`src/rtl/picd_pkg.sv`:
```
package picd_pkg;

    parameter int unsigned DW = 8;
    localparam int unsigned LW = $clog2(DW);
    localparam int unsigned OPW = 3;

    typedef enum logic [1:0] {
        ST_RUN  = 2'd0,
        ST_BASE = 2'd1,
        ST_CASC = 2'd2,
        ST_MODE = 2'd3
    } step_t;

    typedef enum logic [OPW-1:0] {
        OP_RAE_CLR = 3'd0,
        OP_NS_EOI  = 3'd1,
        OP_NOP     = 3'd2,
        OP_SP_EOI  = 3'd3,
        OP_RAE_SET = 3'd4,
        OP_RNS_EOI = 3'd5,
        OP_SET_PRI = 3'd6,
        OP_RSP_EOI = 3'd7
    } opc_t;

    typedef enum logic [2:0] {
        WK_NONE,
        WK_INIT,
        WK_RDCTL,
        WK_OPCMD,
        WK_BASE,
        WK_CASC,
        WK_MODE,
        WK_MASK
    } wkind_t;

    typedef struct packed {
        logic          hit;
        logic [LW-1:0] line;
    } pick_t;

    // Highest-priority set bit of vec; line 'off' ranks first, rising modulo DW.
    function automatic pick_t top_pick(logic [DW-1:0] vec, logic [LW-1:0] off);
        pick_t r;
        r = '0;
        for (int k = DW - 1; k >= 0; k--) begin
            logic [LW-1:0] ln;
            ln = off + LW'(k);
            if (vec[ln]) begin
                r.hit  = 1'b1;
                r.line = ln;
            end
        end
        return r;
    endfunction

endpackage

```
`src/rtl/picd_wclass.sv`:
```
module picd_wclass
    import picd_pkg::*;
(
    input  logic   wr_i,
    input  logic   a0_i,
    input  logic   b4_i,
    input  logic   b3_i,
    input  step_t  step_i,
    output wkind_t kind_o
);
    always_comb begin
        kind_o = WK_NONE;
        if (wr_i) begin
            if (!a0_i) begin
                if (b4_i)      kind_o = WK_INIT;
                else if (b3_i) kind_o = WK_RDCTL;
                else           kind_o = WK_OPCMD;
            end else begin
                unique case (step_i)
                    ST_RUN:  kind_o = WK_MASK;
                    ST_BASE: kind_o = WK_BASE;
                    ST_CASC: kind_o = WK_CASC;
                    ST_MODE: kind_o = WK_MODE;
                    default: kind_o = WK_NONE;
                endcase
            end
        end
    end
endmodule

```
`src/rtl/picd_seq.sv`:
```
module picd_seq
    import picd_pkg::*;
(
    input  logic   clk,
    input  logic   rst,
    input  wkind_t kind_i,
    input  logic   need4_i,
    output step_t  step_o
);
    step_t step_q;
    logic  need4_q;

    always_ff @(posedge clk) begin
        if (rst) begin
            step_q  <= ST_RUN;
            need4_q <= 1'b0;
        end else begin
            unique case (kind_i)
                WK_INIT: begin
                    step_q  <= ST_BASE;
                    need4_q <= need4_i;
                end
                WK_BASE: step_q <= ST_CASC;
                WK_CASC: step_q <= need4_q ? ST_MODE : ST_RUN;
                WK_MODE: step_q <= ST_RUN;
                default: step_q <= step_q;
            endcase
        end
    end

    assign step_o = step_q;

    // commands and idle cycles never move the sequence
    a_r12_step_hold: assert property (@(posedge clk) disable iff (rst)
        (kind_i == WK_NONE || kind_i == WK_RDCTL || kind_i == WK_OPCMD) |=> $stable(step_q));

    // a start word always leads to the base step
    a_r3_init_to_base: assert property (@(posedge clk) disable iff (rst)
        (kind_i == WK_INIT) |=> (step_q == ST_BASE));

endmodule

```
`src/rtl/picd_eoi.sv`:
```
module picd_eoi
    import picd_pkg::*;
(
    input  logic          en_i,
    input  opc_t          op_i,
    input  logic [LW-1:0] sel_i,
    input  logic [DW-1:0] isr_i,
    input  logic [LW-1:0] rot_i,
    output logic [DW-1:0] clr_o,
    output logic          rot_we_o,
    output logic [LW-1:0] rot_nx_o
);
    pick_t pk;

    always_comb begin
        pk       = top_pick(isr_i, rot_i);
        clr_o    = '0;
        rot_we_o = 1'b0;
        rot_nx_o = rot_i;
        if (en_i) begin
            unique case (op_i)
                OP_NS_EOI, OP_RNS_EOI: begin
                    if (pk.hit) begin
                        clr_o[pk.line] = 1'b1;
                        if (op_i == OP_RNS_EOI) begin
                            rot_we_o = 1'b1;
                            rot_nx_o = pk.line + 1'b1;
                        end
                    end
                end
                OP_SP_EOI, OP_RSP_EOI: begin
                    clr_o[sel_i] = 1'b1;
                    if (op_i == OP_RSP_EOI) begin
                        rot_we_o = 1'b1;
                        rot_nx_o = sel_i + 1'b1;
                    end
                end
                OP_SET_PRI: begin
                    rot_we_o = 1'b1;
                    rot_nx_o = sel_i + 1'b1;
                end
                default: ;
            endcase
        end
    end
endmodule

```
`src/rtl/pic_cmd_decoder.sv`:
```
module pic_cmd_decoder
    import picd_pkg::*;
(
    input  logic          clk,
    input  logic          rst,
    input  logic          a0_i,
    input  logic          wr_i,
    input  logic          rd_i,
    input  logic [7:0]    din_i,
    input  logic [7:0]    irr_i,
    input  logic [7:0]    isr_i,
    output logic [7:0]    dout_o,
    output logic [7:0]    mask_o,
    output logic [7:0]    vec_base_o,
    output logic [2:0]    rot_off_o,
    output logic          sfnm_o,
    output logic          aeoi_o,
    output logic          rot_aeoi_o,
    output logic          smask_o,
    output logic [7:0]    isr_clr_o
);
    localparam int unsigned BASE_LSB = LW;

    wkind_t        kind;
    step_t         step;
    opc_t          op;
    logic [DW-1:0] eoi_clr;
    logic          rot_we;
    logic [LW-1:0] rot_nx;
    logic          rd_sel_q;

    assign op = opc_t'(din_i[DW-1 -: OPW]);

    picd_wclass u_wclass (
        .wr_i   (wr_i),
        .a0_i   (a0_i),
        .b4_i   (din_i[4]),
        .b3_i   (din_i[3]),
        .step_i (step),
        .kind_o (kind)
    );

    picd_seq u_seq (
        .clk     (clk),
        .rst     (rst),
        .kind_i  (kind),
        .need4_i (din_i[0]),
        .step_o  (step)
    );

    picd_eoi u_eoi (
        .en_i     (kind == WK_OPCMD),
        .op_i     (op),
        .sel_i    (din_i[LW-1:0]),
        .isr_i    (isr_i),
        .rot_i    (rot_off_o),
        .clr_o    (eoi_clr),
        .rot_we_o (rot_we),
        .rot_nx_o (rot_nx)
    );

    always_ff @(posedge clk) begin
        if (rst) begin
            mask_o     <= '0;
            vec_base_o <= '0;
            rot_off_o  <= '0;
            sfnm_o     <= 1'b0;
            aeoi_o     <= 1'b0;
            rot_aeoi_o <= 1'b0;
            smask_o    <= 1'b0;
            rd_sel_q   <= 1'b0;
            isr_clr_o  <= '0;
        end else begin
            isr_clr_o <= '0;
            unique case (kind)
                WK_INIT: begin
                    mask_o     <= '0;
                    rot_off_o  <= '0;
                    sfnm_o     <= 1'b0;
                    aeoi_o     <= 1'b0;
                    rot_aeoi_o <= 1'b0;
                    smask_o    <= 1'b0;
                    rd_sel_q   <= 1'b0;
                    isr_clr_o  <= '1;
                end
                WK_RDCTL: begin
                    rd_sel_q <= din_i[0];
                    smask_o  <= din_i[5];
                end
                WK_OPCMD: begin
                    if (op == OP_RAE_CLR || op == OP_RAE_SET)
                        rot_aeoi_o <= din_i[DW-1];
                    isr_clr_o <= eoi_clr;
                    if (rot_we)
                        rot_off_o <= rot_nx;
                end
                WK_BASE: vec_base_o <= {din_i[DW-1:BASE_LSB], {BASE_LSB{1'b0}}};
                WK_MODE: begin
                    sfnm_o <= din_i[4];
                    aeoi_o <= din_i[1];
                end
                WK_MASK: mask_o <= din_i;
                default: ;
            endcase
        end
    end

    always_comb begin
        dout_o = '0;
        if (rd_i)
            dout_o = a0_i ? mask_o : (rd_sel_q ? isr_i : irr_i);
    end

    // the start word clears state and flushes the in-service register
    a_r2_init_clear: assert property (@(posedge clk) disable iff (rst)
        (wr_i && !a0_i && din_i[4]) |=> (mask_o == '0 && rot_off_o == '0 && isr_clr_o == '1
            && !sfnm_o && !aeoi_o && !rot_aeoi_o && !smask_o));

    // a run-step address-1 write lands in the mask
    a_r5_mask_load: assert property (@(posedge clk) disable iff (rst)
        (wr_i && a0_i && step == ST_RUN) |=> (mask_o == $past(din_i)));

    // address-1 writes inside the sequence leave the mask alone
    a_r3_mask_kept: assert property (@(posedge clk) disable iff (rst)
        (wr_i && a0_i && step != ST_RUN) |=> $stable(mask_o));

    // specific EOI strobes exactly the named line
    a_r9_spec_eoi: assert property (@(posedge clk) disable iff (rst)
        (wr_i && !a0_i && din_i[4:3] == 2'b00 && din_i[6:5] == 2'b11)
            |=> (isr_clr_o == (8'b1 << $past(din_i[2:0]))));

    // a non-specific EOI only clears a bit that was in service
    a_r8_ns_in_service: assert property (@(posedge clk) disable iff (rst)
        (wr_i && !a0_i && din_i[4:3] == 2'b00 && din_i[6:5] == 2'b01)
            |=> ($onehot0(isr_clr_o) && (isr_clr_o & ~$past(isr_i)) == '0));

    // no write, no rotation change
    a_r10_rot_hold: assert property (@(posedge clk) disable iff (rst)
        !wr_i |=> $stable(rot_off_o));

endmodule

```
`config.mk`:
```
export PLATFORM = sky130hd
export DESIGN_NAME = pic_cmd_decoder
export DESIGN_NICKNAME = d
export VERILOG_FILES = /design/src/rtl/picd_pkg.sv /design/src/rtl/picd_wclass.sv /design/src/rtl/picd_seq.sv /design/src/rtl/picd_eoi.sv /design/src/rtl/pic_cmd_decoder.sv
export SDC_FILE = /design/constraint.sdc
export NUM_CORES = 1
export LEC_CHECK = 0
export ABC_CLOCK_PERIOD_IN_PS = 7350
export BUFFER_PORTS_ARGS = -buffer_cell sky130_fd_sc_hd__buf_2
export CAP_MARGIN = 20
export CORE_ASPECT_RATIO = 1.75
export CORE_UTILIZATION = 40
export CTS_CLUSTER_SIZE = 28
export DETAILED_ROUTE_END_ITERATION = 6
export GPL_ROUTABILITY_DRIVEN = 1
export HOLD_SLACK_MARGIN = 0.03
export PLACE_DENSITY = 0.66
export SLEW_MARGIN = 20
export SYNTH_ARGS = -nofsm -noshare
export SYNTH_HDL_FRONTEND = slang
export SYNTH_SLANG_ARGS = --single-unit
```
`constraint.sdc`:
```
create_clock -name clk -period 7.35 [get_ports clk]
set_clock_uncertainty 0.05 [all_clocks]
set_input_delay 1.1025 -clock clk [delete_from_list [all_inputs] [get_ports clk]]
set_output_delay 1.1025 -clock clk [all_outputs]
set_load 0.03 [all_outputs]
```
# Word level (Yosys, flattened, before mapping)
# Cells that the tools add are included.
dict set report classes {
  bitwise 0
  n_mux 59
  n_reduce_logical 14
  addsub 9
  multipliers 0
  n_eq_ne 22
  n_lt_le_gt_ge 12
  n_div 0
  shift 0
}
# op n
set op_table {}
lappend op_table {{$pmux 8 s2} 3}
lappend op_table {{$lt 3x4->1 const B} 10}
lappend op_table {{$mux 4} 8}
lappend op_table {{$mux 8} 4}
lappend op_table {{$bmux 1 s3} 8}
lappend op_table {{$eq 3x3->1 const B} 8}
lappend op_table {{$mux 3} 7}
lappend op_table {{$mux 1} 16}
lappend op_table {{$add 3x3->3 const B} 4}
lappend op_table {{$pmux 3 s4} 1}
lappend op_table {{$pmux 1 s2} 5}
lappend op_table {{$add 3x1->3 const B} 3}
lappend op_table {{$eq 3x2->1 const B} 3}
lappend op_table {{$ne 3x3->1 const B} 3}
lappend op_table {{$pmux 3 s3} 1}
lappend op_table {{$pmux 2 s4} 1}
lappend op_table {{$reduce_bool 2->1} 4}
lappend op_table {{$add 3x2->3 const B} 2}
lappend op_table {{$demux 1 s3} 2}
lappend op_table {{$eq 3x1->1 const B} 2}
lappend op_table {{$ge 3x1->1 const B} 2}
lappend op_table {{$pmux 3 s2} 1}
lappend op_table {{$reduce_and 6->1} 1}
lappend op_table {{$eq 2x2->1 const B} 2}
lappend op_table {{other kinds (12)} 15}
dict set report totals {
  output_inout_bits 39
  romBits 0
  ram_bits 0
  regBits 32
  elab_cells 127
  latch_bits 0
  mem_count 0
}

# Depth between registers and ports, before layout
dict set report logic_depth {
  depth_word 18
  ltp_mapped 16
  depth_no_buf 13
}

# Modules after synthesis
# From an unflattened synthesis, not the netlist that was laid out.
dict set report hier_totals {
  cells_unflattened 390
  hier_area_um2 3129.3
}
# mod n_inst area_each_um2 cells_per_inst seq_area_each_um2
set by_module_without_submodules {}
lappend by_module_without_submodules {picd_eoi 1 1481.4 193 0.0}
lappend by_module_without_submodules {pic_cmd_decoder 1 1433.9 170 580.6}
lappend by_module_without_submodules {picd_seq 1 137.6 16 60.1}
lappend by_module_without_submodules {picd_wclass 1 76.3 11 0.0}

# Worst setup path after synthesis
# Ideal clock, no wire load.
dict set report synth_path {
  path_type {register to register}
  from {reg rot_off_o[1]}
  to {reg rot_off_o[2]}
  arrival_time_ns 3.955
  slack_ns 3.239
  stages_incl_launch_ff 15
  synth_period_minus_slack_ns 4.111
  t_required_ns 7.194
  path_buffers 3
  cell_sequence {dfxtp_1 buf_2 clkinv_1 ha_1 buf_6 buf_6 mux2_4 mux4_2 a21oi_1 a21bo_2 a31oi_4 a21oi_1 ha_1 or4_1 o311ai_0}
}
dict set report synth_between {
  elab_chain_len 17
  word_cells_on_any_way 43
  cone_classes {add/sub (8); eq/ne (2); mux (32); reduce/logical (1)}
}
# item line_no
set synth_rtl {}
lappend synth_rtl {{start, declared} pic_cmd_decoder.sv:15} ;# output logic [2:0] rot_off_o,
lappend synth_rtl {{start signal, assigned} pic_cmd_decoder.sv:95} ;# rot_off_o <= rot_nx;
lappend synth_rtl {{$add 3x3->3} picd_pkg.sv:47} ;# ln = off + LW'(k);
lappend synth_rtl {{$bmux 1 s3} picd_pkg.sv:48} ;# if (vec[ln]) begin
lappend synth_rtl {{$mux 1 (not written as such)} picd_pkg.sv:48}
lappend synth_rtl {{$mux 4 (7 in a row)} picd_pkg.sv:48}
lappend synth_rtl {{$mux 4 *} picd_pkg.sv:48}
lappend synth_rtl {{$add 3x1->3} picd_eoi.sv:27} ;# rot_nx_o = pk.line + 1'b1;
lappend synth_rtl {{$mux 3} picd_eoi.sv:25} ;# if (op_i == OP_RNS_EOI) begin
lappend synth_rtl {{$mux 3} picd_eoi.sv:23} ;# if (pk.hit) begin
lappend synth_rtl {{$pmux 3 s3} picd_eoi.sv:21} ;# unique case (op_i)
lappend synth_rtl {{$mux 3} pic_cmd_decoder.sv:94} ;# if (rot_we)
lappend synth_rtl {{$pmux 3 s2} pic_cmd_decoder.sv:75} ;# unique case (kind)
# Mark *: on every way between the ends. The rest lies on a longest branch, timed or not. The select of a mux whose other input is x is not followed.
# A chain may end at the register's enable or synchronous reset.

# Final worst setup path
# Same ends and word-level chain as after synthesis.

==> impl_metrics.env <==
export IMPL_status="completed"
export IMPL_nFillCells=649
export IMPL_max_freq_mhz=215
export IMPL_cts_inserted_buffers=5
export IMPL_ys_seq_area_share_pct=24.0
export IMPL_crit_path_frequent_cell="ha_1"
export IMPL_clock_path_buffers=2
export IMPL_die_w_um=63.7
export IMPL_ir_worst_vdd_uv=117
export IMPL_cts_htree_levels=2
export IMPL_setup_viol=0
export IMPL_antenna_found_initial=0
export IMPL_syn_area_mm2=0.00267
export IMPL_path_max_fanout=17
export IMPL_drt_iter0_drc=117
export IMPL_worst_setup_path_start_kind="flop"
export IMPL_nets=406
export IMPL_postLayoutCellArea_mm2=0.00310
export IMPL_die_y_um=110
export IMPL_gr_total_overflow=0
export IMPL_slew_headroom_pct=45.3
export IMPL_leakage_uw=0.00130
export IMPL_min_path_type="reg -> reg"
export IMPL_synth_cells=327
export IMPL_clkLatencyLatePin_ns=0.27
export IMPL_min_period_over_period_pct=63.2
export IMPL_required_ns=7.47
export IMPL_crit_path_cell_trace="clkinv_1, ha_1, mux2i_1, mux4_2, o311a_1, a22o_1, a31oi_4, a21oi_1, ha_1, or4_1, o311ai_0"
export IMPL_netlist_area_leader_share_pct=24.0
export IMPL_cts_sinks=32
export IMPL_clk_pin_slew_ns=0.05
export IMPL_cts_root_buf="clkbuf_16"
export IMPL_boundaryPins=68
export IMPL_synth_top_cell_by_area="dfxtp_1"
export IMPL_initial_utilization_pct=41.1
export IMPL_powerDensity_mw_per_mm2=177
export IMPL_postCtsHoldBufs=0
export IMPL_core_area_mm2=0.00649
export IMPL_slew_viol_final=0
export IMPL_tightest_slew_ns=0.814
export IMPL_cts_setup_buffers=0
export IMPL_fin_crit_ns=4.64
export IMPL_fin_cells=455
export IMPL_syn_to_final_growth_pct=16.2
export IMPL_synth_warnings=0
export IMPL_place_area_mm2=0.00295
export IMPL_tns_ns=0
export IMPL_slowest_delay_ns=0.78
export IMPL_crit_slowest_cell="ha_1"
export IMPL_track_usage_pct=21.8
export IMPL_port_buffers=64
export IMPL_grt_pass1_vias=2546
export IMPL_netlist_top_cells_area="dfxtp_1 (24%), mux2i_1 (8.3%), mux4_2 (7.6%)"
export IMPL_globalplace_congestion=0.913
export IMPL_path_delay_family="compound AO/OA/AOI/OAI gates"
export IMPL_drtPass1Iterations=4
export IMPL_synth_edf_count=0
export IMPL_rsz0062_at_grt="no"
export IMPL_setup_worst_path_class="reg -> reg"
export IMPL_cp_arrival_ns=4.76
export IMPL_drc=0
export IMPL_wirelength_um=7420
export IMPL_cts_tree="done"
export IMPL_drive_above_1_share_pct=25.5
export IMPL_rows=39
export IMPL_antennaDiodeCount=0
export IMPL_final_antenna_net_count=0
export IMPL_hpwl_um=5800
export IMPL_die_area_mm2=0.00702
export IMPL_dp_cells=447
export IMPL_finalHoldViolCount=0
export IMPL_synth_flop_cell="dfxtp_1"
export IMPL_viasPerCell=5.84
export IMPL_ctsResizeCount=0
export IMPL_synth_distinct_cells=67
export IMPL_grt_pass1_wl_um=12000
export IMPL_max_cap_viol_count=0
export IMPL_cp_buffers_inverters=1
export IMPL_syn_area_per_cell_um2=8.16
export IMPL_endpoint_kind="flop"
export IMPL_ys_ff_latch=32
export IMPL_dr_total_vias=2657
export IMPL_grt_max_degree=29
export IMPL_async_flop_share_pct=0
export IMPL_avgRoutedWirePerCell_um=16.3
[power by group]
group / switching (uW) / internal, uW / leakage [uW]
registers: 5.78 / 180 / 0.000259
clock network: 72.5 / 135 / 0.0000701
logic: 96.0 / 59.6 / 0.000966
total: 174 / 374 / 0.00130
[worst paths after layout]
kind              cells after the start  slack, ns                 startpoint                   endpoint
hold reg to reg                       2       0.43        sfnm_o$_SDFFE_PP0P_        sfnm_o$_SDFFE_PP0P_
hold / removal                        2       0.43        sfnm_o$_SDFFE_PP0P_        sfnm_o$_SDFFE_PP0P_
setup reg to reg                     11       2.71  rot_off_o[1]$_SDFFE_PP0P_  rot_off_o[2]$_SDFFE_PP0P_
setup / recovery                     11       2.71  rot_off_o[1]$_SDFFE_PP0P_  rot_off_o[2]$_SDFFE_PP0P_
[cells in the final DEF (no fill, tap or decap), drive strengths merged, types with 2 or more instances in the layout]
cell and instances:
buf 65, nand2 40, dfxtp 32, nor2 29, a21oi 23, mux2i 22, o21ai 15, nand3 12
and2 12, mux4 11, inv 9, mux2 7, clkbuf 7, a31oi 6, nand2b 5, ha 5
nor3 5, a22oi 4, o32ai 4, o22ai 4, o21a 3, a211oi 3, conb 3, or3b 3
xnor2 2, o21bai 2, a2111oi 2, and3 2, nor3b 2, a21o 2, nand4 2, or4 2
a211o 2, or3 2, a221o 2, a221oi 2
[per-stage QoR]
step | hold WS, ns | utilization, % | worst slack [ns] | total power (uW)
CTS | 0.429 | 47.8 | 2.73 | 551
detailed placement | 0.421 | 45.5 | 2.74 | 344
floorplan | 0.397 | - | 3.24 | 307
global placement | 0.410 | 45.5 | 2.89 | 341
global route | 0.449 | 47.8 | 2.30 | 574
finish | 0.426 | 47.8 | 2.71 | 548
[worst min-delay path: stages (launching register included)]
cell and delay, ns:
dfxtp_1 0.31, nand3_1 0.06, a21oi_1 0.05
[Yosys cell counts, types with 4 or more instances]
library cell and instances:
buf_4 4, o21ai_0 13, o22ai_1 4, ha_1 5, nand3_1 12, a31oi_1 5, a22oi_1 4, o32ai_1 4
buf_2 6, mux2_2 6, buf_1 4, mux2i_1 22, nor2_1 29, clkbuf_1 11, nand2_1 40, a21oi_1 23
mux4_2 9, and2_1 11, dfxtp_1 32, inv_1 8, nor3_1 4, nand2b_1 5
[cells by family after synthesis]
kind of cell | share of synthesized area, %
xor gates and xnor gates | 0.985
and+or+nand+nor | 21.7
buffers and inverters | 7.22
DFF | 24.0
muxes | 20.9
adders and majority gates | 2.34
other | 0.141
AOI/OAI and AO/OA | 22.7
[layout make-up]
type                            count  area, um^2  area share [%]
Clock inverter                      1        7.51           0.242
Sequential cell                    32         641            20.7
Tap cell                           82         103            3.31
Clock buffer                        7         143            4.60
Inverter                           10        37.5            1.21
Multi-Input combinational cell    258        1840            59.4
Timing Repair Buffer               65         328            10.6
[state kept, by name, summed over array words and instances (netlist names)]
signal,flops
vec_base_o,5
u_seq.step_o,2
smask_o,1
rot_off_o,3
mask_o,8
sfnm_o,1
isr_clr_o,8
u_seq.need4_q,1
rd_sel_q,1
aeoi_o,1
rot_aeoi_o,1
[layer usage]
layer / wire (um) / GRT usage (%)
met1: 2800 / 22.4
met5: 0 / 0
met3: 215 / 2.78
met2: 4150 / 42.9
met4: 253 / 9.42
Note: power is estimated with default switching activity, not from simulation.
